==> config.mk <==
export PLATFORM = sky130hd
export DESIGN_NAME = bcd_range_counter
export DESIGN_NICKNAME = d
export VERILOG_FILES = /design/src/rtl/bcd_range_pkg.sv /design/src/rtl/bcd_digit_stage.sv /design/src/rtl/bcd_seg_decoder.sv /design/src/rtl/bcd_range_counter.sv
export SDC_FILE = /design/constraint.sdc
export NUM_CORES = 1
export LEC_CHECK = 0
export BUFFER_PORTS_ARGS = -buffer_cell sky130_fd_sc_hd__buf_4
export CAP_MARGIN = 5
export CORE_MARGIN = 5
export CORE_UTILIZATION = 30
export DETAILED_ROUTE_END_ITERATION = 7
export GPL_TIMING_DRIVEN = 0
export HOLD_SLACK_MARGIN = 0.06
export MAX_ROUTING_LAYER = met4
export PLACE_DENSITY = 0.45
export SLEW_MARGIN = 40
export SYNTH_ARGS = -nofsm -noshare
export SYNTH_HDL_FRONTEND = slang
export SYNTH_SLANG_ARGS = --single-unit
export TNS_END_PERCENT = 50
==> constraint.sdc <==
create_clock -name clk -period 3.9 [get_ports clk]
set_input_delay 0.975 -clock clk [delete_from_list [all_inputs] [get_ports clk]]
set_output_delay 0.975 -clock clk [all_outputs]
set_load 0.02 [all_outputs]
==> src/rtl/bcd_range_pkg.sv <==
package bcd_range_pkg;

    localparam int DIGIT_W    = 4;
    localparam int NUM_DIGITS = 2;
    localparam int COUNT_W    = DIGIT_W * NUM_DIGITS;
    localparam int SEG_W      = 7;

    typedef logic [DIGIT_W-1:0] digit_t;
    typedef logic [SEG_W-1:0]   seg_t;

    typedef struct packed {
        digit_t tens;
        digit_t ones;
    } bcd_pair_t;

    localparam digit_t DIGIT_MAX = digit_t'(9);

    // Decimal digit at position idx (0 = ones) of a non-negative integer.
    function automatic digit_t dec_digit(input int value, input int idx);
        int v;
        v = value;
        for (int k = 0; k < idx; k++) begin
            v = v / 10;
        end
        return digit_t'(v % 10);
    endfunction

    // Active-high segments, bit 0 = a ... bit 6 = g.
    function automatic seg_t seg_pattern(input digit_t d);
        seg_t s;
        case (d)
            4'd0:    s = 7'h3F;
            4'd1:    s = 7'h06;
            4'd2:    s = 7'h5B;
            4'd3:    s = 7'h4F;
            4'd4:    s = 7'h66;
            4'd5:    s = 7'h6D;
            4'd6:    s = 7'h7D;
            4'd7:    s = 7'h07;
            4'd8:    s = 7'h7F;
            4'd9:    s = 7'h6F;
            default: s = 7'h00;
        endcase
        return s;
    endfunction

endpackage

==> src/rtl/bcd_digit_stage.sv <==
module bcd_digit_stage
    import bcd_range_pkg::*;
#(
    parameter digit_t RESET_VAL = digit_t'(0)
) (
    input  logic   clk,
    input  logic   rst,
    input  logic   load,
    input  digit_t load_val,
    input  logic   step,
    output digit_t q,
    output logic   carry
);

    digit_t q_r;

    always_ff @(posedge clk) begin
        if (rst) begin
            q_r <= RESET_VAL;
        end else if (load) begin
            q_r <= load_val;
        end else if (step) begin
            if (q_r >= DIGIT_MAX) begin
                q_r <= '0;
            end else begin
                q_r <= q_r + digit_t'(1);
            end
        end
    end

    // Ripple-free carry into the next stage: asserted when this stage wraps.
    assign carry = step && (q_r == DIGIT_MAX);
    assign q     = q_r;

endmodule

==> src/rtl/bcd_seg_decoder.sv <==
module bcd_seg_decoder
    import bcd_range_pkg::*;
(
    input  digit_t digit,
    output seg_t   seg
);

    always_comb begin
        seg = seg_pattern(digit);
    end

endmodule

==> src/rtl/bcd_range_counter.sv <==
module bcd_range_counter
    import bcd_range_pkg::*;
#(
    parameter int START_VAL = 5,
    parameter int END_VAL   = 67
) (
    input  logic       clk,
    input  logic       rst,
    input  logic       cnt_en,
    output logic [7:0] count_bcd,
    output logic [6:0] seg_tens,
    output logic [6:0] seg_ones
);

    localparam bcd_pair_t START_BCD = '{tens: dec_digit(START_VAL, 1),
                                        ones: dec_digit(START_VAL, 0)};
    localparam bcd_pair_t END_BCD   = '{tens: dec_digit(END_VAL, 1),
                                        ones: dec_digit(END_VAL, 0)};

    digit_t               digits    [NUM_DIGITS];
    digit_t               start_dig [NUM_DIGITS];
    seg_t                 segs      [NUM_DIGITS];
    logic [NUM_DIGITS:0]  chain;
    bcd_pair_t            cur;
    logic                 digits_ok;
    logic                 in_range;
    logic                 at_end;
    logic                 reload;

    assign start_dig[0] = START_BCD.ones;
    assign start_dig[1] = START_BCD.tens;

    assign cur.ones = digits[0];
    assign cur.tens = digits[1];

    // Legal-state and terminal detection.
    always_comb begin
        digits_ok = (cur.ones <= DIGIT_MAX) && (cur.tens <= DIGIT_MAX);
        in_range  = (cur >= START_BCD) && (cur <= END_BCD);
        at_end    = (cur == END_BCD);
        reload    = cnt_en && (at_end || !digits_ok || !in_range);
    end

    assign chain[0] = cnt_en && !reload;

    genvar i;
    generate
        for (i = 0; i < NUM_DIGITS; i++) begin : g_digit
            bcd_digit_stage #(
                .RESET_VAL (dec_digit(START_VAL, i))
            ) u_stage (
                .clk      (clk),
                .rst      (rst),
                .load     (reload),
                .load_val (start_dig[i]),
                .step     (chain[i]),
                .q        (digits[i]),
                .carry    (chain[i+1])
            );

            bcd_seg_decoder u_seg (
                .digit (digits[i]),
                .seg   (segs[i])
            );
        end
    endgenerate

    assign count_bcd = cur;
    assign seg_ones  = segs[0];
    assign seg_tens  = segs[1];

endmodule

==> results of run 1 <==
-- cells in the final DEF, fill, tap and decap left out, types with 2 or more instances in the layout --
master,instances
buf_6,5
inv_2,2
mux2i_1,7
a21oi_1,5
ha_1,18
nand2_1,9
and3_1,2
o21ai_0,2
a21o_1,4
clkbuf_8,3
mux2_4,5
dfxtp_1,22
nor2_1,11
a211oi_2,2
a31oi_1,3
buf_4,25
inv_1,12
a311o_1,2
nand4b_1,2
nand3_1,3
-- path summary, 6_finish.rpt --
check	start	to	slack (ns)
worst min-delay path	g_digit[0].u_stage.q[0]	g_digit[0].u_stage.q[0]	0.67
worst max-delay path	g_digit[0].u_stage.q[0]	g_digit[0].u_seg.seg[3]	0.86
worst max register to register	g_digit[0].u_stage.q[0]	g_digit[0].u_seg.seg[3]	0.86
worst min register to register	g_digit[0].u_stage.q[0]	g_digit[0].u_stage.q[0]	0.67
-- per-layer routing --
layer,vias to the layer above,global-route usage (%),share of wire [%]
met5,-,-,0
met4,0,3.32,0.76
met3,2,1.93,3.2
met2,15,16.0,46
met1,498,12.6,50
li1,551,-,-
-- flip-flops by register name (all words and copies together), names as in the netlist --
register and cells:
g_digit.u_seg.seg 14, g_digit.u_stage.q 8
-- area by class of cell --
cell class                      instances  share of cell area [%]
Buffer                                  7                    4.03
Sequential cell                        22                    25.8
Inverter                               16                    3.81
Tap cell                               54                    3.96
Multi-Input combinational cell         99                    49.5
Timing Repair Buffer                   24                    10.5
Clock buffer                            3                    2.42
-- through the flow --
step / setup slack, ns / hold WS [ns]
4_1_cts: 0.861 / 0.669
3_3_place_gp: 0.918 / 0.622
5_1_grt: 0.675 / 0.716
6_report: 0.855 / 0.669
2_1_floorplan: 1.05 / 0.663
3_5_place_dp: 0.881 / 0.649
-- kinds of logic (layout without fill, tap and decap cells) --
logic type / after synthesis / count (layout) / synth area share, %
fa+ha+maj: 18 / 18 / 15.9
xor+xnor: 1 / 1 / 0.617
flops: 22 / 22 / 31.0
simple gates: 36 / 36 / 12.8
buf+inv: 23 / 50 / 9.44
compound gates: 31 / 31 / 19.2
mux: 13 / 13 / 11.0
-- power by group --
| part | internal (mW) | switching (mW) |
|---|---|---|
| Clock | 0.0689 | 0.0727 |
| Sequential | 0.275 | 0.0228 |
| Combinational | 0.265 | 0.290 |
-- worst max-delay path, stage by stage (launching register included) --
cell	delay, ns
dfxtp_1	0.41
inv_1	0.11
ha_1	0.24
nor2b_1	0.16
o211ai_2	0.28
and3b_1	0.30
mux2_2	0.40
nor2_1	0.26
inv_1	0.13
ha_1	0.31
mux2i_1	0.07
mux2_4	0.27
==> impl_metrics.ini, run 1 <==
[timing]
clock_skew_ns = 0.00602
period_needed_ns = 3.04
worst_pin_slew_ns = 0.421
relSlewSlack_pct = 71.1
min_period_over_period_pct = 78.1
setup_viol = 0
finalMaxSlewViolations = 0
final-hold-violation-count = 0
final.setup.tns_ns = 0
fmax_mhz = 328
rsz0062_at_grt = no

[routing]
drt-pass1-iter-count = 4
wl_per_cell_um = 12.9
vias = 1066
drt_drc_violations_left = 0
ant_nets = 0
drtIter0Drc = 24
routed_wl_mm = 2.91
vias_per_cell = 4.74

[clock_network]
clock_path_buffers = 2
insertion_delay_ns = 0.26
cts.sinks = 22
htreeDepth = 1
ctsHoldBuffers = 0
ctsRootBufferMaster = clkbuf_8
cts_setup_buffers = 0
clk_pin_slew_ns = 0.08
cts_tree = yes
cts_resized = 0
numCtsBuffers = 3

[floorplan]
dieWidth_um = 78.8
core-area_um2 = 4660
row_count = 25
initial_core_util_pct = 30.4
die_area_um2 = 6200
io_pins = 25
die_h_um = 78.8

[setup_path]
crit_arrival_ns = 3.20
crit_type = flop to flop
cp-end-kind = flop
rr_worst_depth = 11
worstPathMaxFanout = 6
cp-start-kind = flop
required_ns = 4.06

[synthesis]
syn-cell-area_um2 = 1420
yosysUniqueCellTypes = 46
synth_top_area_share_pct = 31.0
synth_top_cell_by_area = dfxtp_1
ys.flop_type = dfxtp_1
synth_fp_nets = 165
synth.most_common_cell = dfxtp_1
synth-async-reset-ratio_pct = 0
ys_top_cells_by_count = dfxtp_1 (22), ha_1 (18), inv_1 (12)
ys_seq_area_share_pct = 31.0
synth_edf_count = 0
synthCells = 144
yosys_warnings = 0
synth-seq-cells = 22
yosys-top-cells-area = dfxtp_1 (31%), ha_1 (16%), mux2_4 (5.3%), mux2i_1 (4.9%), buf_6 (4.0%)
synth_area_per_cell_um2 = 9.85

[placement]
dpl.cell_count = 222
gp_congestion = 0.732
dp_hpwl_mm = 2.26
post_dp_cell_area_um2 = 1670
io_buffer_count = 24

[global_routing]
grt_max_degree = 12
grt_pass1_vias = 1120
grt_overflow = 0
antenna_found_initial = 0
grt_pass1_wl_mm = 4.95
grt_use_total_pct = 9.96

[layout]
nNetsFinal = 194
antenna_cells = 0
syn_to_final_growth_pct = 20.4
layout-drive-gt1-share_pct = 32.2
final_cells = 225
fillers = 481
multi_input_area_um2 = 845
ff_latch_area_um2 = 440
design_area_um2 = 1710
fin_util_pct = 36.6

[min_path]
hold-path-cell-count = 2
hp-class = flop to flop

[power_and_ir_drop]
peakVddDrop_mv = 0.359
powerDensity_nw_per_um2 = 582
finalPower_mw = 0.994
p_leak_nw = 0.764

[outcome]
outcome = completed

[flow_run]
drv_cap = 0
No activity file was read; power rests on OpenSTA's default activity.
==> inputs of run 2 (changes only) <==
--- a/config.mk
+++ b/config.mk
@@ -13,7 +13,7 @@
 export GPL_TIMING_DRIVEN = 0
 export HOLD_SLACK_MARGIN = 0.06
 export MAX_ROUTING_LAYER = met4
-export PLACE_DENSITY = 0.45
+export PLACE_DENSITY = 0.47
 export SLEW_MARGIN = 40
 export SYNTH_ARGS = -nofsm -noshare
 export SYNTH_HDL_FRONTEND = slang
==> constraint.sdc (replaced) <==
create_clock -name clk -period 2.5 [get_ports clk]
set_input_delay 0.625 -clock clk [delete_from_list [all_inputs] [get_ports clk]]
set_output_delay 0.625 -clock clk [all_outputs]
set_load 0.02 [all_outputs]
==> run 2 against run 1 <==
Against the previous run: worst setup slack got worse by 0.82 ns; sequential share of layout area decreased by 2.9 points; first-iteration DRC count grew to 2.8 times the previous value; critical endpoint unchanged; largest power group unchanged.
==> impl_metrics.ini, run 2 (synthesized netlist as in run 1, its figures left out) <==
[outcome]
outcome = completed

[floorplan]
core-area_um2 = 4660
initial_core_util_pct = 30.4
die_area_um2 = 6200
die_h_um = 78.8
io_pins = 25
row_count = 25
dieWidth_um = 78.8

[clock_network]
ctsRootBufferMaster = clkbuf_8
htreeDepth = 1
insertion_delay_ns = 0.27
cts.sinks = 22
numCtsBuffers = 3
cts_tree = yes
clk_pin_slew_ns = 0.08
clock_path_buffers = 2

[placement]
io_buffer_count = 24
gp_congestion = 0.792
pre_cts_ws_ns = -0.188
dp_hpwl_mm = 2.29

[routing]
wl_met2_mm = 1.71
ant_nets = 0
wl_per_cell_um = 13.7
routed_wl_mm = 3.32
routed-wl-met3_um = 85
vias = 1165
vias_per_cell = 4.81
drt_drc_violations_left = 0
dr.max_layer_used = met4
drtIter0Drc = 67
drt-pass1-iter-count = 4
met1_length_mm = 1.48

[min_path]
hp-class = flop to flop

[setup_path]
required_ns = 2.66
crit_type = flop to flop
cp-end-kind = flop
crit_arrival_ns = 2.62
worstPathMaxFanout = 4
cp-start-kind = flop

[power_and_ir_drop]
p_clk_share_pct = 12.4
peakVddDrop_mv = 0.388
p_int_mw = 1.16
switching_share_pct = 38.5
p_leak_nw = 0.852
powerDensity_nw_per_um2 = 950
power_frac_comb_pct = 62.2
seqPwrFrac_pct = 25.4
power_switching_mw = 0.725

[layout]
largest_reg_flops = 14
layout-drive-gt1-share_pct = 48.9
nNetsFinal = 210
layout_common_cells = buf_4 (40), dfxtp_1 (18), ha_1 (12)
fin_util_pct = 42.5
antenna_cells = 0
mostFrequentLayoutCell = buf_4
syn_to_final_growth_pct = 39.7

[global_routing]
antenna_found_initial = 0
grt_overflow = 0
grt_pass1_wl_mm = 5.41
grt_max_degree = 13
grt_use_total_pct = 11.1
grt_pass1_vias = 1190

[timing]
worst_pin_slew_ns = 0.421
rsz0062_at_grt = yes
min_period_over_period_pct = 98.6
setup_ws_ns = 0.0346
period_needed_ns = 2.47
clock_skew_ns = 0.00403
finalMaxSlewViolations = 0
final-hold-violation-count = 0
setup_viol = 0
fmax_mhz = 406
relSlewSlack_pct = 71.8

[flow_run]
drv_cap = 0
==> run 2: metal layers <==
metal / up-vias / GRT usage, %
met5: - / -
met4: 0 / 3.67
met3: 5 / 1.70
met2: 15 / 19.6
met1: 561 / 12.8
li1: 584 / -
==> run 2: cell type report <==
| class | count | area, µm² |
|---|---|---|
| Tap cell | 54 | 67.6 |
| Fill cell | 461 | 2680 |
| Inverter | 16 | 72.6 |
| Sequential cell | 22 | 453 |
| Multi-Input combinational cell | 99 | 971 |
| Timing Repair Buffer | 41 | 315 |
| Buffer | 6 | 57.6 |
| Clock buffer | 4 | 45.0 |
==> run 2: metrics by stage <==
step | hold slack (ns) | power, mW | setup TNS, ns | std cells | cell area [µm²]
after floorplan | 0.571 | 1.17 | 0 | 144 | 1460
after global placement | 0.562 | 1.39 | -0.562 | 222 | 1710
after detailed placement | 0.581 | 1.41 | -0.579 | 222 | 1710
after CTS | 0.609 | 1.78 | 0 | 235 | 1870
after global routing | 0.657 | 2.02 | -0.109 | 242 | 1980
final | 0.607 | 1.88 | 0 | 242 | 1980
==> run 2: final timing paths <==
kind,start,endpoint,slack [ns],cells after the start
min reg2reg,g_digit[1].u_stage.q[0],g_digit[1].u_stage.q[0],0.61,2
max,g_digit[0].u_stage.q[0],g_digit[0].u_seg.seg[3],0.03,10
max reg2reg,g_digit[0].u_stage.q[0],g_digit[0].u_seg.seg[3],0.03,10
min,g_digit[1].u_stage.q[0],g_digit[1].u_stage.q[0],0.61,2
==> run 2: power groups by stage <==
stage | logic (mW) | clock network [mW] | registers, mW
after CTS | 1.07 | 0.245 | 0.471
after floorplan | 0.607 | 0 | 0.567
after global placement | 0.910 | 0 | 0.479
after global routing | 1.27 | 0.261 | 0.487
final | 1.17 | 0.234 | 0.478
after detailed placement | 0.930 | 0 | 0.480
==> run 2: what timing repair did <==
item / in CTS / in global routing
setup buffers: 9 / 8
endpoints found under the hold margin: 0 / 0
hold buffers: 0 / 0
endpoints found under the setup margin: 9 / 10
resized for setup: 9 / 15
pin swaps: 8 / 10
==> run 2: worst max-delay path, cell delays in order (launching register included) <==
cell,delay (ns)
dfxtp_4,0.37
buf_6,0.12
ha_4,0.17
o2bb2ai_4,0.20
o21ai_4,0.09
and3b_2,0.25
buf_6,0.12
a311o_1,0.40
ha_4,0.30
mux2i_1,0.06
mux2_4,0.27
